$ cat config.mk
export PLATFORM = sky130hd
export DESIGN_NAME = dual_shift_unit
export DESIGN_NICKNAME = d
export VERILOG_FILES = /design/src/rtl/dsu_pkg.sv /design/src/rtl/dsu_edge.sv /design/src/rtl/dsu_store.sv /design/src/rtl/dsu_shift.sv /design/src/rtl/dual_shift_unit.sv
export SDC_FILE = /design/constraint.sdc
export NUM_CORES = 1
export LEC_CHECK = 0
export ABC_AREA = 0
export BUFFER_PORTS_ARGS = -buffer_cell sky130_fd_sc_hd__buf_2
export CAP_MARGIN = 20
export CORE_MARGIN = 4
export CORE_UTILIZATION = 51
export CTS_CLUSTER_DIAMETER = 60
export DETAILED_ROUTE_END_ITERATION = 8
export HOLD_SLACK_MARGIN = 0.05
export PLACE_DENSITY = 0.81
export SLEW_MARGIN = 20
export SYNTH_ARGS = -nofsm -noshare
export SYNTH_HDL_FRONTEND = slang
export SYNTH_HIERARCHICAL = 1
export SYNTH_SLANG_ARGS = --single-unit
$ cat constraint.sdc
create_clock -name clk -period 2.54 [get_ports clk]
set_input_delay 0.254 -clock clk [delete_from_list [all_inputs] [get_ports clk]]
set_output_delay 0.254 -clock clk [all_outputs]
set_load 0.01 [all_outputs]
$ cat src/rtl/dsu_pkg.sv
`timescale 1ns/1ps
package dsu_pkg;

   typedef enum logic [1:0] {
      SR_HOLD  = 2'd0,
      SR_CLEAR = 2'd1,
      SR_LOAD  = 2'd2,
      SR_SHIFT = 2'd3
   } sr_act_e;

   // Priority: clear, then enable, then load level, then shift edge.
   function automatic sr_act_e pick_act(input logic clr_n,
                                        input logic en_n,
                                        input logic ld_n,
                                        input logic shclk_lvl,
                                        input logic shclk_rise);
      sr_act_e a;
      if (!clr_n)          a = SR_CLEAR;
      else if (en_n)       a = SR_HOLD;
      else if (!ld_n)      a = shclk_lvl ? SR_HOLD : SR_LOAD;
      else if (shclk_rise) a = SR_SHIFT;
      else                 a = SR_HOLD;
      return a;
   endfunction

endpackage

$ cat src/rtl/dsu_edge.sv
`timescale 1ns/1ps
module dsu_edge #(
   parameter int N = 2
) (
   input  logic         clk,
   input  logic         rst_n,
   input  logic [N-1:0] lvl_i,
   output logic [N-1:0] rise_o
);
   logic [N-1:0] prev_q;

   for (genvar k = 0; k < N; k++) begin : g_det
      always_ff @(posedge clk or negedge rst_n) begin
         if (!rst_n) prev_q[k] <= 1'b1;
         else        prev_q[k] <= lvl_i[k];
      end
      assign rise_o[k] = lvl_i[k] & ~prev_q[k];
   end
endmodule

$ cat src/rtl/dsu_store.sv
`timescale 1ns/1ps
module dsu_store #(
   parameter int WIDTH = 8
) (
   input  logic             clk,
   input  logic             rst_n,
   input  logic             cap_i,
   input  logic [WIDTH-1:0] port_i,
   output logic [WIDTH-1:0] word_q,
   output logic [WIDTH-1:0] word_nxt_o
);
   assign word_nxt_o = cap_i ? port_i : word_q;

   always_ff @(posedge clk or negedge rst_n) begin
      if (!rst_n) word_q <= '0;
      else        word_q <= word_nxt_o;
   end
endmodule

$ cat src/rtl/dsu_shift.sv
`timescale 1ns/1ps
module dsu_shift
   import dsu_pkg::*;
#(
   parameter int WIDTH = 8
) (
   input  logic             clk,
   input  logic             rst_n,
   input  sr_act_e          act_i,
   input  logic [WIDTH-1:0] load_i,
   input  logic             ser_i,
   output logic [WIDTH-1:0] q_o
);
   logic [WIDTH-1:0] nxt;

   for (genvar i = 0; i < WIDTH; i++) begin : g_stage
      logic shin;
      if (i == 0) begin : g_head
         assign shin = ser_i;
      end else begin : g_body
         assign shin = q_o[i-1];
      end
      always_comb begin
         unique case (act_i)
            SR_CLEAR: nxt[i] = 1'b0;
            SR_LOAD:  nxt[i] = load_i[i];
            SR_SHIFT: nxt[i] = shin;
            default:  nxt[i] = q_o[i];
         endcase
      end
   end

   always_ff @(posedge clk or negedge rst_n) begin
      if (!rst_n) q_o <= '0;
      else        q_o <= nxt;
   end
endmodule

$ cat src/rtl/dual_shift_unit.sv
`timescale 1ns/1ps
module dual_shift_unit
   import dsu_pkg::*;
#(
   parameter int WIDTH = 8
) (
   input  logic             clk,
   input  logic             rst_n,
   input  logic             shclk_i,
   input  logic             shen_n_i,
   input  logic             ld_n_i,
   input  logic             clr_n_i,
   input  logic             sel_i,
   input  logic             ser0_i,
   input  logic             ser1_i,
   input  logic             stclk_i,
   input  logic             oe_n_i,
   input  logic [WIDTH-1:0] pin_i,
   output logic [WIDTH-1:0] pin_o,
   output logic             pin_oe_o,
   output logic             ser_o
);
   localparam int MSB = WIDTH - 1;

   if (WIDTH < 2) begin : g_bad_width
      $error("dual_shift_unit: WIDTH must be at least 2");
   end

   logic [1:0]       rise;
   logic             sh_rise;
   logic             st_rise;
   logic [WIDTH-1:0] store_q;
   logic [WIDTH-1:0] store_nxt;
   sr_act_e          act;
   logic             ser_bit;
   logic [WIDTH-1:0] sreg_q;

   dsu_edge #(.N(2)) u_edge (
      .clk    (clk),
      .rst_n  (rst_n),
      .lvl_i  ({stclk_i, shclk_i}),
      .rise_o (rise)
   );
   assign sh_rise = rise[0];
   assign st_rise = rise[1];

   dsu_store #(.WIDTH(WIDTH)) u_store (
      .clk        (clk),
      .rst_n      (rst_n),
      .cap_i      (st_rise),
      .port_i     (pin_i),
      .word_q     (store_q),
      .word_nxt_o (store_nxt)
   );

   assign act     = pick_act(clr_n_i, shen_n_i, ld_n_i, shclk_i, sh_rise);
   assign ser_bit = sel_i ? ser1_i : ser0_i;

   dsu_shift #(.WIDTH(WIDTH)) u_shift (
      .clk    (clk),
      .rst_n  (rst_n),
      .act_i  (act),
      .load_i (store_nxt),
      .ser_i  (ser_bit),
      .q_o    (sreg_q)
   );

   assign pin_o    = sreg_q;
   assign ser_o    = sreg_q[MSB];
   assign pin_oe_o = ~oe_n_i;
endmodule

; After elaboration in Yosys (flattened, before gate mapping)
; Index checks and enable logic that the tools add are counted.
[word_totals]
ff_bits = 18
inputBits = 19
[op_classes]
n_reduce_logical = 1
n_eq_ne = 3
mux = 15
bitwise = 5
[op_table]
columns = operator, n
row1 = $pmux W1 S3, 8
row2 = $mux W2, 5
row3 = $mux W8, 1
row4 = $eq A2 B2 Y1 const B, 2
row5 = $not A1 Y1, 3
row6 = $reduce_bool A3 Y1, 1
row7 = $and A1 B1 Y1, 2
row8 = $eq A2 B1 Y1 const B, 1
row9 = $mux W1, 1

; Logic depth before layout (Yosys ltp)
; Gate-level depths: netlist of the first run.
[logic_depth]
word_depth = 8
ltp_mapped = 6

; Modules after synthesis
; Netlist of the first run, hierarchy kept.
[modules_own_cells]
columns = mod, n_inst, area_per_inst_um2, cells_each
row1 = dsu_shift, 1, 386.6, 27
row2 = dsu_store, 1, 331.6, 17
row3 = dsu_edge, 1, 80.1, 4
row4 = dual_shift_unit, 1, 52.6, 8

; Worst setup path before layout of the first run
; No wires, ideal clock.
[synth_timing]
path_type = reg-to-reg
start = reg u_edge.prev_q[1]
end = reg u_shift.q_o[1]
setup_time_ns = 0.121
path_stages_with_launch = 6
t_arrival_ns = 1.457
path_buffers = 1
setup_slack_ns = 0.962
path_cell_list = dfstp_2 > nor2b_4 > buf_6 > mux2_4 > mux2_4 > a22o_1
[synth_between]
elab_chain_len = 4
[synth_rtl]
columns = element, line
row1 = "start, declared", dsu_edge.sv:10  ; logic [N-1:0] prev_q;
row2 = "start signal, assigned by index", dsu_edge.sv:15  ; else prev_q[k] <= lvl_i[k];
row3 = $not A1 Y1, dsu_edge.sv:17  ; assign rise_o[k] = lvl_i[k] & ~prev_q[k];
row4 = $and A1 B1 Y1, dsu_edge.sv:17
row5 = via rise[1], dual_shift_unit.sv:29  ; logic [1:0] rise;
row6 = $mux W8, dsu_store.sv:12  ; assign word_nxt_o = cap_i ? port_i : word_q;
row7 = via store_nxt[1], dual_shift_unit.sv:33  ; logic [WIDTH-1:0] store_nxt;
row8 = $pmux W1 S3, dsu_shift.sv:24  ; unique case (act_i)
row9 = "end signal, assigned", dsu_shift.sv:35  ; else q_o <= nxt;
row10 = "end, declared", dsu_shift.sv:12  ; output logic [WIDTH-1:0] q_o
; The timed path passes the listed nets, and every way through them passes these cells.
; A chain may end at the register's enable or synchronous reset.

; Worst setup path after layout of the first run
; Ends and elaborated chain as after synthesis.

==> flow_results.org, run 1 <==
** Run status
- Result of the run :: complete, no violations

** Finish
- Number of antenna diodes :: 0
- Commonest cells after routing, fill and taps aside :: sky130_fd_sc_hd__buf_2 (28), sky130_fd_sc_hd__dfrtp_1 (16), sky130_fd_sc_hd__mux2_4 (9), sky130_fd_sc_hd__mux2_2 (8), sky130_fd_sc_hd__a22o_1 (8)
- For this run, the post-layout net count is approximately 110.
- The filler cells instantiated in the layout total 122.
- Area growth from synthesis to layout :: 21.0%
- Of the cells placed in the final design, the portion with a size suffix greater than 1 is 0.651.
- The finished layout holds 102 standard cells, fillers aside.
- Most frequent standard cell in the layout excluding fill and tap cells :: sky130_fd_sc_hd__buf_2

** STA
- For the pin with the worst max-slew slack, the measured transition is between 0.4 and 0.5 ns.
- Fmax :: between 0.6 and 0.7 GHz
- Setup repair after global routing left no endpoint under its margin.
- The clock period could shrink to 1.62 ns.
- Final total negative setup slack :: 0 ns
- The worst pin sits at a relative slew slack of 0.712.
- The max-slew violation count was 0.
- Portion of the clock cycle consumed by the worst path in the final layout :: 0.639
- Number of setup violations in the final report :: 0
- Count of endpoints failing hold in the final timing report :: 0
- On the final layout, the worst clock skew is between 0.0015 and 0.002 ns.

** Power and ir drop
- Switching Power :: around 140 uW
- Switching power share of the total :: 0.231
- PD cells :: a little under 600 nW/um2
- Cell internal power was estimated by the tool at approximately 470 uW.
- The share of total power dissipated in sequential elements is 0.534.
- Across the VDD grid, the largest voltage drop is approximately 0.28 mV.
- Of the total power, combinational logic draws 0.184.
- Static leakage :: approximately 0.54 nW
- Part of the total power dissipated in the clock network :: 0.283

** Route
- After the first detailed-routing iteration, the DRC count stood at 2.
- Residual DRC count :: 0
- Wirelength per Cell :: approximately 16 um
- For this block, the via count after detailed routing is 555.
- The first detailed-routing pass took 4 iterations.
- Final ANT Viol Nets :: 0
- Wirelength, routed :: approximately 1.6 mm
- After detailed routing, the number of vias per cell comes to between 5 and 6.

** Setup path
- Start point of the critical path :: u_edge/prev_q[1]$_DFF_PN1_
- The worst register-to-register path begins at u_edge/prev_q[1]$_DFF_PN1_.
- CP Max Fanout :: 8
- For the worst flop-to-flop path, the logic depth is 4.
- Worst path arrival time :: 1.80 ns
- Critical path endpoint :: u_shift/q_o[1]$_DFFE_PN0P_
- STA classifies the critical path endpoint as a flip-flop.
- Type of the setup path with the least slack :: flip-flop to flip-flop
- In this run the register-to-register setup slack is between 0.9 and 1 ns.
- WP data required :: 2.72 ns
- The endpoint identified for the worst register-to-register timing path is u_shift/q_o[1]$_DFFE_PN0P_.
- The worst setup path is launched from a flip-flop.

** Logic synthesis
- Summing every instance area after synthesis gives ~850 um2.
- Share of synthesized area occupied by flip-flops and latches :: 0.532
- Unique cell type count in the Yosys netlist :: 16
- Async SR Flop Fraction :: 1.00
- Area fraction of the dominant cell type after synthesis :: 0.471
- Synth Area per Inst :: approximately 15 um2
- EDFF count, synth :: 0
- Counting every net in the synthesized netlist gives 75.
- Leading register cell type out of synthesis :: sky130_fd_sc_hd__dfrtp_1
- Largest area contributor in the netlist :: sky130_fd_sc_hd__dfrtp_1
- Synth area leaders :: sky130_fd_sc_hd__dfrtp_1 (47%), sky130_fd_sc_hd__mux2_4 (16%), sky130_fd_sc_hd__mux2_2 (11%)
- The synthesized design contains 18 register bits.
- Count of synthesis-stage warnings from yosys :: 6
- Synthesis handed over a netlist of 56 instances.

** GRT
- The first global-routing pass estimated 2.68 mm of wire.
- The via count of the first global-routing pass was 588.
- Entering global routing, the biggest net connects 19 pins.
- The initial antenna violation count was 0.
- GR Overflow Total :: 0
- Across every metal layer, demand over resource in global routing totals 0.143.

** Flow run
- Maximum capacitance violations :: 0

** Clock tree
- Clock latency of the later-clocked register in the worst-skew pair :: 0.28 ns
- Level count of the clock H-tree :: 1
- Clock buffers created by TritonCTS :: 3
- Clock-pin slew of the registers on the worst-case setup and hold paths :: 0.10 ns
- Clock tree from TritonCTS :: done
- Clock tree root driver cell :: sky130_fd_sc_hd__clkbuf_4
- Maximum clock insertion buffer count :: 2
- Clock sink total :: 18

** Floorplan
- The initial utilization of the core area, before any placement, comes to 0.552.
- The floorplan step set the die width to ~50 um.
- Placeable Area :: ~1500 um2
- During I/O placement, the number of pins put on the boundary was 29.
- Chip height :: slightly below 50 um
- Die Area :: between 2000 and 2500 um2
- The floorplan has 14 rows.

** Placed design
- Instance count after placement with tap cells included :: between 90 and 100
- Buffers added on ports :: 28
- RD Place Congestion :: 0.719
- Total half-perimeter wirelength after legalization and detailed placement :: 1.18 mm

** Min path
- In this run the worst hold path is classified as input pin to flip-flop.
stage by stage:
stage | total power [mW] | hold slack (ns) | area (um2) | setup slack, ns | utilization
after global routing | 0.636 | 0.0564 | 1030 | 0.878 | 0.668
after global placement | 0.436 | 0.197 | 983 | 0.937 | 0.638
final | 0.606 | 0.0700 | 1030 | 0.917 | 0.668
after detailed placement | 0.439 | 0.202 | 983 | 0.899 | 0.638
after CTS | 0.612 | 0.0651 | 1030 | 0.914 | 0.668
after floorplan | 0.405 | -0.0416 | 851 | 0.962 | -
power by group through the flow:
stage               combinational, mW  sequential, mW  clock (mW)
finish                          0.111           0.324       0.171
global route                    0.121           0.327       0.188
CTS                             0.113           0.324       0.176
detailed placement              0.110           0.329           0
global placement                0.108           0.328           0
floorplan                      0.0758           0.329           0
worst max-delay path: stages, from the launching register on:
cell and delay (ns):
sky130_fd_sc_hd__dfstp_2 0.39, sky130_fd_sc_hd__nor2b_4 0.30, sky130_fd_sc_hd__mux2_4 0.34, sky130_fd_sc_hd__mux2_4 0.27
sky130_fd_sc_hd__a22o_1 0.23
state kept, by name, summed over array words and instances (netlist names):
name,flops
u_shift/q_o,8
u_store/word_q,8
u_edge/prev_q,2
timing repair:
action                                 4_1_cts  5_1_grt
setup buffers                                0        0
resized for setup                            0        0
hold buffers                                 1        0
endpoints found under the hold margin       16        0
logic make-up (layout without fill, tap and decap cells):
logic type,after synthesis,count (layout),share of synthesized area
DFF,18,18,0.532
muxes,17,17,0.265
AOI/OAI and AO/OA,10,10,0.0985
and+or+nand+nor,6,6,0.0588
buffers and inverters,5,35,0.0456
Yosys cell counts (2+ instances only):
cell	count
sky130_fd_sc_hd__buf_6	2
sky130_fd_sc_hd__dfstp_2	2
sky130_fd_sc_hd__a22o_1	8
sky130_fd_sc_hd__mux2_2	8
sky130_fd_sc_hd__nor2b_4	2
sky130_fd_sc_hd__mux2_4	9
sky130_fd_sc_hd__dfrtp_1	16
routing by layer:
layer / track usage / vias to the layer above / wire [um]
li1: - / 263 / -
met2: 0.250 / 17 / 830
met1: 0.172 / 275 / 668
met3: 0.0367 / 0 / 108
met5: 0 / - / 0
met4: 0.0404 / 0 / 0
layout make-up:
class	instances	area [um2]	share of cell area
clock buffer	4	36.3	0.0352
inverter	1	3.75	0.00365
multi-input combinational	33	359	0.349
sequential	18	453	0.440
tap	16	20.0	0.0194
timing repair buffer	30	158	0.153
worst min path at each step:
stage                                        endpoint     from  slack (ns)  cells after the start
after floorplan            u_shift/q_o[0]$_DFFE_PN0P_    rst_n       -0.04                      0
after global placement    u_store/word_q[2]$_DFF_PN0_    rst_n        0.20                      1
after detailed placement  u_store/word_q[2]$_DFF_PN0_    rst_n        0.20                      1
after CTS                  u_edge/prev_q[1]$_DFF_PN1_  stclk_i        0.07                      1
after global routing       u_edge/prev_q[1]$_DFF_PN1_  stclk_i        0.06                      1
final                      u_edge/prev_q[1]$_DFF_PN1_  stclk_i        0.07                      1
Note: power is estimated with default switching activity, not from simulation.
==> run 2, diff against run 1 <==
Settings changed: CORE_UTILIZATION 51 to 48, PLACE_DENSITY 0.81 to 0.77.
Clock period 2.54 ns to 1.7 ns, I/O delays scaled along.
==> flow_results.org, run 2 (synthesis gave the netlist of run 1 again) <==
** Route
- The antenna violation net count after detailed routing is 0 (unchanged).
- The first-pass iteration count of the detailed router came to 4 (unchanged).
- The count of vias placed by the detailed router was 560 (+0.90%).
- The number of remaining DRC errors is 0 (unchanged).
- The number of DRC markers after the initial detailed-route iteration was 10 (+8).
- The post-detailed-routing wire length is 1.70 mm (+5.7%).
- Wirelength per Cell :: 15.3 um (-2.8%)
- The via count normalized by instance count was 5.05 (-7.3%).

** STA
- Final total negative setup slack :: 0 ns (unchanged)
- The ratio of final minimum period to clock period came to 0.961 (+0.322).
- Final Hold Slack :: 0.124 ns (+0.0537 ns)
- The number of failing hold endpoints at the final stage came to 0 (unchanged).
- The maximum clock rate came to 0.612 GHz (-0.67%).
- Setup repair after global routing left no endpoint under its margin.
- The setup clock skew after layout is 0.00590 ns (+0.00415 ns).
- The clock period minus final worst setup slack came to 1.63 ns (+0.0110 ns).
- Number of setup violations in the final report :: 0 (unchanged)
- The final setup slack of the worst path is 0.0663 ns (-0.851 ns).
- The actual transition at the worst max-transition pin is 0.441 ns (+0.00895 ns).
- Slew Viols, Final :: 0 (unchanged)
- Worst slew slack as a fraction of its limit :: 0.706 (-0.00597)

** Clock tree
- The buffer levels on the longest clock path was 2 (unchanged).
- Level count of the clock H-tree :: 1 (unchanged)
- Clock latency of the later-clocked register in the worst-skew pair :: 0.28 ns (about the same)
- TritonCTS built the clock tree.
- Clock buffers created by TritonCTS :: 3 (unchanged)
- Clock tree root driver cell :: sky130_fd_sc_hd__clkbuf_4
- The number of clock sinks came to 18 (unchanged).
- The post-cts repair resize count is 0 (unchanged).
- Clock-pin slew of the registers on the worst-case setup and hold paths :: 0.10 ns (about the same)

** Floorplan
- Placeable Area :: 1590 um2 (+3.4%)
- Horizontal die dimension :: 50.1 um (+2.6%)
- The full die area is 2510 um2 (+5.2%).
- The effective utilization at floorplan was 0.534 (-0.0182).
- Chip height :: 50.1 um (+2.6%)
- FP Rows :: 14 (unchanged)
- Count of pins on the block boundary :: 29 (unchanged)

** Setup path
- The critical path in this run is classified as flip-flop to flip-flop.
- The worst setup path is captured at a flip-flop.
- The critical path starts at u_edge/prev_q[1]$_DFF_PN1_.
- Worst path arrival time :: 1.81 ns (about the same)
- Category of the worst setup path launch point :: flip-flop
- The required time of the critical path is 1.88 ns (-0.84 ns).
- Reg-to-reg critical path startpoint :: u_edge/prev_q[1]$_DFF_PN1_
- The largest fanout on the critical path was 8 (unchanged).

** GRT
- The wire length of the first global-routing pass was 2.75 mm (+2.6%).
- Fraction of met2 tracks used by global routing :: 0.259 (+0.00870)
- Antenna violations before repair :: 0 (unchanged)
- The sum of overflow across all layers after global routing is 0 (unchanged).
- Largest net degree at the start of global routing :: 19 (unchanged)
- Via count of the first global-routing pass :: 625 (+6.3%)
- M3 GR Usage :: 0.0301 (-0.00658)
- The total global-route track usage was 0.143 (about the same).
- Peak-usage layer in the global routing report :: met2
- The global routing met1 resource utilization was 0.166 (-0.00525).

** Power and ir drop
- The total power density per cell area came to 821 nW/um2 (+39%).
- Static leakage :: 0.542 nW (+0.22%)
- The overall power consumption was 859 uW (+42%).
- The maximum vdd drop is 0.432 mV (+53%).

** Finish
- The area of combinational cells with multiple inputs came to 359 um2 (unchanged).
- The final net count is 108 (+1.9%).
- The largest registers in the layout are u_shift/q_o x8, u_store/word_q x8, u_edge/prev_q x2.
- Number of antenna diodes :: 0 (unchanged)
- Fraction of final layout cells with drive strength greater than 1 :: 0.632 (-0.0190)
- The count of filler cells inserted in the layout was 124 (+1.6%).
- From synthesis to final layout, the design area changed by 22.9%.
- Commonest cells after routing, fill and taps aside :: sky130_fd_sc_hd__buf_2 (28), sky130_fd_sc_hd__dfrtp_1 (16), sky130_fd_sc_hd__mux2_4 (9), sky130_fd_sc_hd__mux2_2 (8), sky130_fd_sc_hd__a22o_1 (8)
- The library cell used most frequently in the layout, excluding fill and tap cells, is sky130_fd_sc_hd__buf_2.
- Area taken by flip-flops and latches :: 453 um2 (unchanged)

** Placed design
- Post-Place Setup Slack :: 0.0631 ns (-0.836 ns)
- The half-perimeter wire length after detailed placement came to 1.27 mm (+7.8%).
- Buffers added on ports :: 28 (unchanged)
- The weighted congestion reported at the end of routability-driven placement came to 0.714 (-0.76%).

** Run status
- The run finished with clean final reports.

** Flow run
- Maximum capacitance violations :: 0 (unchanged)

** Min path
- Path class of the lowest-slack min-delay path :: input pin to flip-flop
- Min-Delay Startpoint :: pin_i[1]
run 2: cell count changes in the layout (fill, tap and decap cells not counted):
cell                            before  now
sky130_fd_sc_hd__clkbuf_8            1    0
sky130_fd_sc_hd__dlygate4sd3_1       1    3
run 2: layer usage:
metal  routed length, um  share of wire
met1                 696           0.41
met4                   0              0
met3                  92          0.054
met5                   0              0
met2                 910           0.54
run 2: area by class of cell:
| class | instances | area share |
|---|---|---|
| Clock buffer | 3 | 0.0215 |
| Multi-Input combinational cell | 33 | 0.343 |
| Timing Repair Buffer | 32 | 0.170 |
| Tap cell | 24 | 0.0287 |
| Sequential cell | 18 | 0.433 |
| Inverter | 1 | 0.00359 |
run 2: worst max-delay path, stage by stage, from the launching register on:
cell and delay, ns:
sky130_fd_sc_hd__dfstp_2 0.39, sky130_fd_sc_hd__nor2b_4 0.31, sky130_fd_sc_hd__mux2_4 0.34, sky130_fd_sc_hd__mux2_4 0.27, sky130_fd_sc_hd__a22o_1 0.22
run 2: timing repair:
item | in CTS | in global routing
endpoints found under the setup margin | 0 | 0
hold buffers | 3 | 0
buffers inserted | 0 | 0
endpoints found under the hold margin | 18 | 0
run 2: report_power, final:
| group | total (mW) | switching [mW] | internal (mW) |
|---|---|---|---|
| clock | 0.203 | 0.121 | 0.0822 |
| sequential | 0.484 | 0.0164 | 0.467 |
| combinational | 0.172 | 0.0690 | 0.103 |
run 2: worst paths after layout:
path                                          endpoint  slack [ns]  depth (start not counted)
setup / recovery            u_shift/q_o[1]$_DFFE_PN0P_        0.07                          4
hold / removal             u_store/word_q[1]$_DFF_PN0_        0.12                          2
setup reg to reg            u_shift/q_o[1]$_DFFE_PN0P_        0.07                          4
hold reg to reg            u_store/word_q[3]$_DFF_PN0_        0.51                          1
max in group asynchronous   u_edge/prev_q[1]$_DFF_PN1_        1.05                          2
min in group asynchronous   u_shift/q_o[4]$_DFFE_PN0P_        0.33                          2
run 2: stage by stage:
stage	cells	util	cell area, um2
floorplan	56	-	851
global route	111	0.656	1050
CTS	111	0.656	1050
global placement	105	0.623	993
detailed placement	105	0.623	993
finish	111	0.656	1050
==> run 3, diff against run 2 <==
Settings changed: CORE_UTILIZATION 48 to 45, PLACE_DENSITY 0.77 to 0.73, SYNTH_HIERARCHICAL 1 to default.
==> flow_results.org, run 3 <==
** Run status
- Result of the run :: complete, no violations

** STA
- Number of setup violations in the final report :: 0 (unchanged)
- Final total negative setup slack :: 0 ns (unchanged)
- The maximum clock rate is 0.626 GHz (+2.3%).
- Final Hold Slack :: 0.102 ns (-0.0221 ns)
- Slew at the pin with the worst max-slew slack :: 0.550 ns (+0.110 ns)
- Count of endpoints failing hold in the final timing report :: 0 (unchanged)
- Worst slew slack as a fraction of its limit :: 0.631 (-0.0747)
- Min setup slack post-route :: 0.103 ns (+0.0365 ns)
- The max-slew violation count came to 0 (unchanged).
- Layout Skew :: 0.00429 ns (-0.00161 ns)
- The clock period minus final worst setup slack came to 1.60 ns (-0.0365 ns).
- Portion of the clock cycle consumed by the worst path in the final layout :: 0.940 (-0.0215)
- Setup repair after global routing left no endpoint under its margin.

** Finish
- Largest registers :: u_shift.q_o x8, u_store.word_q x8, u_edge.prev_q x2
- Number of inserted filler cells in the final layout :: 157 (+27%)
- Final core utilization :: 0.596 (-0.0605)
- The final design area excluding fillers is 1030 um2 (-1.7%).
- Area growth from synthesis to layout :: 26.7%
- The antenna diode count was 0 (unchanged).
- Final instance count without filler cells :: 128 (+15%)
- The final net count is 123 (+14%).
- Commonest cells after routing, fill and taps aside :: sky130_fd_sc_hd__buf_2 (28), sky130_fd_sc_hd__inv_1 (17), sky130_fd_sc_hd__dfrtp_1 (16)
- The share of cells above drive strength 1 is 0.379 (-0.254).
- The library cell used most frequently in the layout, excluding fill and tap cells, is sky130_fd_sc_hd__buf_2.

** Route
- The number of remaining DRC errors was 0 (unchanged).
- Number of violations reported at the end of detailed-routing iteration 0 :: 8 (-2)
- Final ANT Viol Nets :: 0 (unchanged)
- Number of search-and-repair iterations in the first detailed-routing pass :: 4 (unchanged)
- Wirelength per Cell :: 13.3 um (-13%)
- The count of vias placed by the detailed router came to 636 (+14%).
- The via count normalized by instance count is 4.97 (-1.5%).
- The post-detailed-routing wire length came to 1.71 mm (+0.47%).

** Power and ir drop
- The overall power consumption was 899 uW (+4.7%).
- The reported leakage power is 0.525 nW (-3.1%).
- The total power density per cell area came to 874 nW/um2 (+6.5%).
- Peak VDD IR :: 0.439 mV (+1.5%)

** Setup path
- Capture instance of the worst register-to-register path :: u_shift.q_o[4]$_DFFE_PN0P_
- The required time of the critical path was 1.86 ns (-0.02 ns).
- The startpoint identified for the worst register-to-register timing path is u_edge.prev_q[1]$_DFF_PN1_.
- Setup slack on the worst flop-to-flop path :: 0.26 ns (+0.19 ns)
- Worst path arrival time :: 1.76 ns (-0.05 ns)
- The largest fanout on the critical path came to 8 (unchanged).
- The number of cells on the worst reg-to-reg path is 3 (-1).
- Category of the worst setup path launch point :: input pin
- Critical path endpoint :: u_shift.q_o[4]$_DFFE_PN0P_
- The most critical setup path has its startpoint at stclk_i.
- The worst setup path is captured at a flip-flop.
- Type of the setup path with the least slack :: input pin to flip-flop

** Placed design
- The worst slack after detailed placement was 0.0159 ns (-0.0473 ns).
- The number of buffers added on ports is 28 (unchanged).
- The weighted congestion reported at the end of routability-driven placement came to 0.710 (-0.57%).
- The half-perimeter wire length after detailed placement came to 1.21 mm (-5.1%).
- Instance area at placement :: 960 um2 (-3.4%)
- Instance count after placement with tap cells included :: 121 (+15%)

** Clock tree
- Clock tree from TritonCTS :: done
- Clock sink total :: 18 (unchanged)
- Clock-pin slew of the registers on the worst-case setup and hold paths :: 0.11 ns (about the same)
- Clock tree root driver cell :: sky130_fd_sc_hd__clkbuf_4
- Clock latency of the later-clocked register in the worst-skew pair :: 0.30 ns (+0.02 ns)
- The number of buffers inserted during clock tree synthesis is 3 (unchanged).
- The H-tree depth reported by CTS is 1 (unchanged).
- The buffer levels on the longest clock path came to 2 (unchanged).
- The buffer count from post-CTS setup fixing came to 0 (unchanged).

** Flow run
- The number of max-cap violations came to 0 (unchanged).

** Logic synthesis
- Most common library cells after synthesis :: sky130_fd_sc_hd__inv_1 (17), sky130_fd_sc_hd__dfrtp_1 (16), sky130_fd_sc_hd__mux2i_1 (8), sky130_fd_sc_hd__nand3_1 (8), sky130_fd_sc_hd__o221ai_1 (8)
- Synth Area per Inst :: 11.4 um2 (-25%)
- Synth Cell Area :: 812 um2 (-4.6%)
- Leading register cell type out of synthesis :: sky130_fd_sc_hd__dfrtp_1
- The largest total area in the synthesized netlist belongs to sky130_fd_sc_hd__dfrtp_1.
- The number of nets in the synthesized netlist is 90 (+20%).
- After synthesis, the cell types taking the most area are sky130_fd_sc_hd__dfrtp_1 (49%), sky130_fd_sc_hd__mux2i_1 (9.9%), sky130_fd_sc_hd__o221ai_1 (8.6%).
- The proportion of register bits with asynchronous set or reset after synthesis was 1.00 (unchanged).
- The gate count after technology mapping is 71 (+27%).
- The number of synthesis warnings came to 0 (-6).
- The number of distinct library cell variants in the gate-level netlist after synthesis was 16 (unchanged).
- Among all cell types in the netlist, the one instantiated most often is sky130_fd_sc_hd__inv_1.
- The sequential fraction of the synthesis area is 0.558 (+0.0254).
- Area fraction of the dominant cell type after synthesis :: 0.493 (+0.0225)
- Number of synthesized register bits :: 18 (unchanged)
- EDFF count, synth :: 0 (unchanged)

** Floorplan
- The number of placement rows is 15 (+1).
- The die extent in x is 50.5 um (+0.76%).
- Placeable Area :: 1730 um2 (+8.3%)
- The die outline height is 50.5 um (+0.76%).
- The number of top-level pins is 29 (unchanged).
- Initial core utilization :: 0.470 (-0.0635)
- Die Area :: 2550 um2 (+1.5%)

** GRT
- The wire length of the first global-routing pass was 2.82 mm (+2.8%).
- The via count of the first global-routing pass was 638 (+2.1%).
- The pin count of the biggest net entering global routing is 19 (unchanged).
- Antenna violations before repair :: 0 (unchanged)
- GR Overflow Total :: 0 (unchanged)
- The total global-route track usage is 0.147 (+0.00360).

** Min path
- Path class of the lowest-slack min-delay path :: input pin to flip-flop
-- run 3: cell types whose count changed after synthesis, sizes merged, moves of 8 or more --
cell / change
a22o: -8
inv: +16
mux2: -16
mux2i: +8
nand3: +8
o221ai: +8
-- run 3: worst max-delay path, stage by stage --
cell	delay, ns
sky130_fd_sc_hd__dlygate4sd3_1	0.52
sky130_fd_sc_hd__buf_2	0.11
sky130_fd_sc_hd__nor2b_2	0.47
sky130_fd_sc_hd__mux2i_1	0.33
sky130_fd_sc_hd__o221ai_1	0.16
-- run 3: worst min-delay path by stage --
stage / startpoint / endpoint / slack (ns) / cells after the start
floorplan: rst_n / u_shift.q_o[0]$_DFFE_PN0P_ / -0.13 / 0
global placement: rst_n / u_store.word_q[3]$_DFF_PN0_ / 0.12 / 1
detailed placement: rst_n / u_shift.q_o[3]$_DFFE_PN0P_ / 0.12 / 1
CTS: pin_i[6] / u_store.word_q[6]$_DFF_PN0_ / 0.11 / 3
global route: pin_i[4] / u_store.word_q[4]$_DFF_PN0_ / 0.11 / 3
finish: pin_i[6] / u_store.word_q[6]$_DFF_PN0_ / 0.10 / 3
-- run 3: metal layers --
metal / vias up / wire length (um) / part of all wire / GRT usage
met5: - / 0 / 0 / 0
met1: 300 / 777 / 0.46 / 0.194
li1: 303 / - / - / -
met4: 0 / 21 / 0.012 / 0.0404
met3: 4 / 135 / 0.079 / 0.0445
met2: 29 / 773 / 0.45 / 0.233
-- run 3: repair_timing --
action	CTS	global route
hold buffers	3	0
endpoints found under the hold margin	18	0
setup endpoints to repair	1	0
gates resized for setup	1	0
-- run 3: power by group --
group / internal (mW) / leakage, nW / total, mW / switching (mW)
Clock: 0.131 / 0.0210 / 0.269 / 0.139
Combinational: 0.0645 / 0.279 / 0.144 / 0.0791
Sequential: 0.470 / 0.225 / 0.487 / 0.0161
-- run 3: logic make-up (layout without fill, tap and decap cells) --
group / count (synthesis) / after routing / share of synthesized area
AND/OR/NAND/NOR: 13 / 13 / 0.0878
buffers and inverters: 21 / 53 / 0.117
AO/OA/AOI/OAI: 10 / 10 / 0.125
multiplexers: 9 / 9 / 0.112
flip-flops: 18 / 18 / 0.558
-- run 3: final cells by class --
class | count | area, um2 | area share
Multi-Input combinational cell | 32 | 267 | 0.259
Clock buffer | 4 | 36.3 | 0.0353
Tap cell | 25 | 31.3 | 0.0304
Inverter | 17 | 63.8 | 0.0620
Timing Repair Buffer | 32 | 178 | 0.173
Sequential cell | 18 | 453 | 0.440
